===== src/rtl/uart_irq_ctrl.sv =====
module uart_irq_ctrl #(
  parameter int DEPTH = 32,
  parameter int AW    = 3
) (
  input  logic                         clk,
  input  logic                         rst_n,
  input  logic                         wr_en,
  input  logic [AW-1:0]                wr_addr,
  input  logic [31:0]                  wr_data,
  input  logic [AW-1:0]                rd_addr,
  output logic [31:0]                  rd_data,
  input  logic [$clog2(DEPTH+1)-1:0]   rx_count,
  input  logic [$clog2(DEPTH+1)-1:0]   tx_count,
  input  logic                         ev_timeout,
  input  logic                         ev_frame,
  input  logic                         ev_parity,
  input  logic                         ev_break,
  input  logic                         ev_overrun,
  output logic                         irq_rx,
  output logic                         irq_tx,
  output logic                         irq_timeout,
  output logic                         irq_frame,
  output logic                         irq_parity,
  output logic                         irq_break,
  output logic                         irq_overrun,
  output logic                         irq_any
);
  localparam int LW = $clog2(DEPTH+1);
  localparam int EIGHTH = DEPTH / 8;
  localparam logic [AW-1:0] A_LVL = AW'(0);
  localparam logic [AW-1:0] A_MSK = AW'(1);
  localparam logic [AW-1:0] A_RAW = AW'(2);
  localparam logic [AW-1:0] A_MIS = AW'(3);
  localparam logic [AW-1:0] A_CLR = AW'(4);

  function automatic logic [LW-1:0] thr_of(input logic [2:0] code);
    case (code)
      3'd0:    return LW'(EIGHTH);
      3'd1:    return LW'(2*EIGHTH);
      3'd2:    return LW'(4*EIGHTH);
      3'd3:    return LW'(6*EIGHTH);
      default: return LW'(7*EIGHTH);
    endcase
  endfunction

  logic [5:0]  lvl_q;
  logic [10:4] mask_q, raw_q, set_v, clr_v;
  logic        rx_hit, tx_hit, rx_hit_q, tx_hit_q;

  assign rx_hit = rx_count >= thr_of(lvl_q[5:3]);
  assign tx_hit = tx_count <= thr_of(lvl_q[2:0]);

  assign set_v = {ev_overrun, ev_break, ev_parity, ev_frame, ev_timeout,
                  tx_hit & ~tx_hit_q, rx_hit & ~rx_hit_q};
  assign clr_v = (wr_en && wr_addr == A_CLR) ? wr_data[10:4] : '0;

  always_ff @(posedge clk) begin
    if (!rst_n) begin
      lvl_q    <= 6'b010_010;
      mask_q   <= '0;
      raw_q    <= '0;
      rx_hit_q <= 1'b0;
      tx_hit_q <= 1'b0;
    end else begin
      rx_hit_q <= rx_hit;
      tx_hit_q <= tx_hit;
      raw_q    <= (raw_q & ~clr_v) | set_v;
      if (wr_en && wr_addr == A_LVL) lvl_q  <= wr_data[5:0];
      if (wr_en && wr_addr == A_MSK) mask_q <= wr_data[10:4];
    end
  end

  logic [10:4] mis;
  assign mis = raw_q & mask_q;
  assign {irq_overrun, irq_break, irq_parity, irq_frame, irq_timeout, irq_tx, irq_rx} = mis;
  assign irq_any = |mis;

  always_comb begin
    rd_data = '0;
    case (rd_addr)
      A_LVL:   rd_data[5:0]  = lvl_q;
      A_MSK:   rd_data[10:4] = mask_q;
      A_RAW:   rd_data[10:4] = raw_q;
      A_MIS:   rd_data[10:4] = mis;
      default: rd_data = '0;
    endcase
  end


  rx_edge_sets_chk: assert property (@(posedge clk) disable iff (!rst_n)
    (rx_hit && !rx_hit_q) |=> raw_q[4]);

  frame_latch_chk: assert property (@(posedge clk) disable iff (!rst_n)
    ev_frame |=> raw_q[7]);

  frame_cause_chk: assert property (@(posedge clk) disable iff (!rst_n)
    $rose(raw_q[7]) |-> $past(ev_frame));

  parity_clear_chk: assert property (@(posedge clk) disable iff (!rst_n)
    (wr_en && wr_addr == A_CLR && wr_data[8] && !ev_parity) |=> !raw_q[8]);

  mask_write_chk: assert property (@(posedge clk) disable iff (!rst_n)
    (wr_en && wr_addr == A_MSK) |=> mask_q == $past(wr_data[10:4]));
endmodule


===== config.mk =====
export PLATFORM = sky130hd
export DESIGN_NAME = uart_irq_ctrl
export DESIGN_NICKNAME = d
export VERILOG_FILES = /design/src/rtl/uart_irq_ctrl.sv
export SDC_FILE = /design/constraint.sdc
export NUM_CORES = 1
export LEC_CHECK = 0
export ABC_AREA = 1
export BUFFER_PORTS_ARGS = -buffer_cell sky130_fd_sc_hd__buf_2
export CAP_MARGIN = 20
export CORE_MARGIN = 8
export CORE_UTILIZATION = 42
export DETAILED_ROUTE_END_ITERATION = 12
export GPL_TIMING_DRIVEN = 0
export PLACE_DENSITY = 0.82
export SYNTH_ARGS = -nofsm -noshare
export SYNTH_HDL_FRONTEND = slang
export SYNTH_SLANG_ARGS = --single-unit

===== constraint.sdc =====
create_clock -name clk -period 1.5 [get_ports clk]
set_input_delay 0.15 -clock clk [delete_from_list [all_inputs] [get_ports clk]]
set_output_delay 0.15 -clock clk [all_outputs]
set_load 0.005 [all_outputs]

==> impl_metrics.xml <==
<?xml version="1.0" encoding="UTF-8"?>
<metrics>
  <group name="layout">
    <metric name="area.growth.synth_to_final" unit="%">30.6</metric>
    <metric name="fraction_of_final_layout_cells_with_drive_strength_greater_than_1" unit="%">31.3</metric>
    <metric name="antenna_cells_inserted" unit="">0</metric>
    <metric name="nets" unit="">365</metric>
    <metric name="fin_cells" unit="">346</metric>
    <metric name="final_core_utilization" unit="%">56.8</metric>
    <metric name="stdcell_area" unit="mm2">0.00189</metric>
  </group>
  <group name="outcome">
    <metric name="run_status" unit="">complete, no violations</metric>
  </group>
  <group name="detailed_routing">
    <metric name="first_pass_iters" unit="">4</metric>
    <metric name="ant_nets" unit="">0</metric>
    <metric name="avgRoutedWirePerCell" unit="um">10.1</metric>
    <metric name="viasPerCell" unit="">4.20</metric>
    <metric name="routed_wl" unit="mm">3.49</metric>
    <metric name="route.detailed.drc" unit="">0</metric>
    <metric name="drt-initial-drc-count" unit="">52</metric>
    <metric name="detailroute.via_count" unit="">1454</metric>
  </group>
  <group name="timing">
    <metric name="maxClockFrequency" unit="MHz">759</metric>
    <metric name="rsz_0062_raised_after_global_routing" unit="">false</metric>
    <metric name="final_max_slew_viol_count" unit="">0</metric>
    <metric name="whs" unit="ns">0.0378</metric>
    <metric name="setup_viol_count_final" unit="">0</metric>
    <metric name="finClkSkew" unit="ns">0.000907</metric>
    <metric name="finalWorstPathRequiredPeriod" unit="ns">1.32</metric>
    <metric name="final.setup.tns" unit="ns">0</metric>
    <metric name="finalCritPeriodShare" unit="%">87.8</metric>
    <metric name="finalWorstSetupSlack" unit="ns">0.183</metric>
    <metric name="finalHoldViolations" unit="">0</metric>
  </group>
  <group name="grt">
    <metric name="first_global_vias" unit="">1341</metric>
    <metric name="grt.total_usage" unit="%">12.4</metric>
    <metric name="grt_first_pass_wirelength" unit="mm">5.53</metric>
    <metric name="grt_max_degree" unit="">13</metric>
    <metric name="globalRouteOverflowTotal" unit="">0</metric>
    <metric name="antenna_found_initial" unit="">0</metric>
  </group>
  <group name="pwr">
    <metric name="power_density_over_cell_area" unit="mW/mm2">654</metric>
    <metric name="power" unit="mW">1.24</metric>
    <metric name="vdd.ir_drop.worst" unit="mV">0.399</metric>
    <metric name="power_leakage" unit="nW">1.12</metric>
  </group>
  <group name="logic_synthesis">
    <metric name="synth_top_cell_by_area" unit="">sky130_fd_sc_hd__dfxtp_1</metric>
    <metric name="ys_top_cells_by_area" unit="">sky130_fd_sc_hd__dfxtp_1 30%, sky130_fd_sc_hd__nand2_1 12%, sky130_fd_sc_hd__buf_4 11%</metric>
    <metric name="synthesis.area_per_instance" unit="um2">6.53</metric>
    <metric name="synth_largest_type_area_fraction" unit="%">30.4</metric>
    <metric name="synth_area" unit="mm2">0.00145</metric>
    <metric name="number_of_flops_mapped_to_enable_cells_by_yosys" unit="">0</metric>
    <metric name="synth_most_common_cell" unit="">sky130_fd_sc_hd__nand2_1</metric>
    <metric name="synth.cells.most_frequent" unit="">45 x sky130_fd_sc_hd__nand2_1, 36 x sky130_fd_sc_hd__inv_1, 29 x sky130_fd_sc_hd__nor2_1, 22 x sky130_fd_sc_hd__buf_4, 22 x sky130_fd_sc_hd__dfxtp_1</metric>
    <metric name="yosysWarnings" unit="">0</metric>
    <metric name="seq_area_frac_synth" unit="%">30.4</metric>
    <metric name="synth-main-ff-cell" unit="">sky130_fd_sc_hd__dfxtp_1</metric>
    <metric name="synth-async-reset-ratio" unit="%">0</metric>
    <metric name="synth-seq-cells" unit="">22</metric>
    <metric name="synth_cell_types" unit="">23</metric>
    <metric name="postSynthCellCount" unit="">222</metric>
  </group>
  <group name="worst_setup_path">
    <metric name="critical_path_startpoint_category" unit="">flip-flop</metric>
    <metric name="reg2reg_setup_slack" unit="ns">0.21</metric>
    <metric name="critical_path.reg2reg.startpoint" unit="">lvl_q[5]$_SDFFE_PN0P_</metric>
    <metric name="end_kind" unit="">primary output</metric>
    <metric name="worst_setup_path_category" unit="">flip-flop to primary output</metric>
    <metric name="critical_path.reg2reg.endpoint" unit="">raw_q[4]$_SDFF_PN0_</metric>
    <metric name="worstPathArrival" unit="ns">1.17</metric>
    <metric name="r2r_cell_count" unit="">8</metric>
    <metric name="cp.required" unit="ns">1.35</metric>
    <metric name="crit_fanout" unit="">4</metric>
  </group>
  <group name="cts">
    <metric name="ctsHtreeMaxLevel" unit="">1</metric>
    <metric name="clk_latency" unit="ns">0.30</metric>
    <metric name="cts_buffers" unit="">3</metric>
    <metric name="clk_path_buf_depth" unit="">2</metric>
    <metric name="cts_root_buf" unit="">sky130_fd_sc_hd__clkbuf_4</metric>
    <metric name="worst_setup_hold_path_clk_slew" unit="ns">0.11</metric>
    <metric name="tritoncts_num_sinks" unit="">22</metric>
    <metric name="cts_tree" unit="">done</metric>
  </group>
  <group name="place">
    <metric name="dpl.hpwl" unit="mm">3.06</metric>
    <metric name="area_post_placement" unit="mm2">0.00185</metric>
    <metric name="placement_setup_slack" unit="ns">0.222</metric>
    <metric name="gp_routability_congestion" unit="">0.787</metric>
    <metric name="port_buffers" unit="">54</metric>
    <metric name="placedCellCount" unit="">342</metric>
  </group>
  <group name="hold_path">
    <metric name="timing.hold.worst_endpoint" unit="">lvl_q[1]$_SDFFE_PN1P_</metric>
    <metric name="hold_path.startpoint" unit="">wr_data[1]</metric>
    <metric name="timing.hold.worst_path_depth" unit="">3</metric>
    <metric name="hp-class" unit="">primary input to flip-flop</metric>
  </group>
  <group name="floorplan">
    <metric name="dieArea" unit="mm2">0.00559</metric>
    <metric name="design.portCount" unit="">98</metric>
    <metric name="start_util" unit="%">43.5</metric>
    <metric name="coreArea" unit="mm2">0.00334</metric>
    <metric name="floorplan.rows" unit="">21</metric>
    <metric name="die_x" unit="um">74.8</metric>
    <metric name="floorplan.die.height" unit="um">74.8</metric>
  </group>
  <group name="run">
    <metric name="cap_viol_max_count" unit="">0</metric>
  </group>
</metrics>
[registers in the layout, summed over array words and instances (netlist names)]
signal / count
mask_q: 7
raw_q: 7
lvl_q: 6
rx_hit_q: 1
tx_hit_q: 1
[report_power, final]
group	leakage (nW)	internal [mW]	switching, mW
Sequential	0.181	0.618	0.0260
Clock	0.0210	0.148	0.169
Combinational	0.918	0.136	0.141
[kinds of logic (layout without fill, tap and decap cells)]
logic type / Yosys count / in the layout / share of synthesized area [%]
AO/OA/AOI/OAI: 36 / 36 / 13.6
buffers and inverters: 65 / 123 / 23.0
AND/OR/NAND/NOR: 92 / 92 / 27.6
other: 1 / 21 / 0.259
flip-flops: 22 / 22 / 30.4
adder cells (fa/ha/maj): 6 / 6 / 5.18
[cell usage in the layout (no fill, tap or decap), types with 2 or more instances in the layout]
master,count
sky130_fd_sc_hd__nand4_1,2
sky130_fd_sc_hd__dfxtp_1,22
sky130_fd_sc_hd__nand2_1,45
sky130_fd_sc_hd__o211ai_1,4
sky130_fd_sc_hd__nor2_1,29
sky130_fd_sc_hd__inv_2,5
sky130_fd_sc_hd__nand3_1,8
sky130_fd_sc_hd__o21ai_1,4
sky130_fd_sc_hd__a21oi_1,10
sky130_fd_sc_hd__buf_4,22
sky130_fd_sc_hd__inv_1,36
sky130_fd_sc_hd__clkbuf_4,3
sky130_fd_sc_hd__buf_2,55
sky130_fd_sc_hd__nor2_4,2
sky130_fd_sc_hd__o21ai_0,17
sky130_fd_sc_hd__ha_1,6
sky130_fd_sc_hd__conb_1,21
[critical path: stages (launching register included)]
cell	delay (ns)
sky130_fd_sc_hd__dfxtp_1	0.35
sky130_fd_sc_hd__nand2_1	0.06
sky130_fd_sc_hd__inv_1	0.05
sky130_fd_sc_hd__nor3_2	0.17
sky130_fd_sc_hd__nand4_1	0.08
sky130_fd_sc_hd__buf_2	0.14
[worst max-delay path by stage]
stage                           startpoint                   to  depth (start not counted)
global route        mask_q[4]$_SDFFE_PN0P_              irq_any                          5
CTS                 mask_q[6]$_SDFFE_PN0P_              irq_any                          5
finish              mask_q[6]$_SDFFE_PN0P_              irq_any                          5
global placement     lvl_q[5]$_SDFFE_PN0P_  raw_q[4]$_SDFF_PN0_                          8
floorplan            lvl_q[5]$_SDFFE_PN0P_  raw_q[4]$_SDFF_PN0_                          8
detailed placement   lvl_q[5]$_SDFFE_PN0P_  raw_q[4]$_SDFF_PN0_                          8
[metal layers]
layer / GRT usage [%] / wire length, um / vias up
li1: - / - / 804
met1: 13.3 / 1420 / 605
met2: 22.3 / 1700 / 41
met3: 3.86 / 310 / 4
met4: 4.57 / 54 / 0
met5: 0 / 0 / -
[layout make-up]
type                       count  area [um2]
fill                         335        1440
multi-input combinational    155         757
sequential                    22         440
timing repair buffer          54         270
buffer                        23         170
inverter                      42         163
tap                           46        57.6
clock buffer                   4        36.3
[repair_timing]
item,CTS,global route
buffers inserted,0,0
hold buffers,0,0
setup endpoints to repair,0,1
resized for setup,0,1
(Power assumes the default switching activity.)
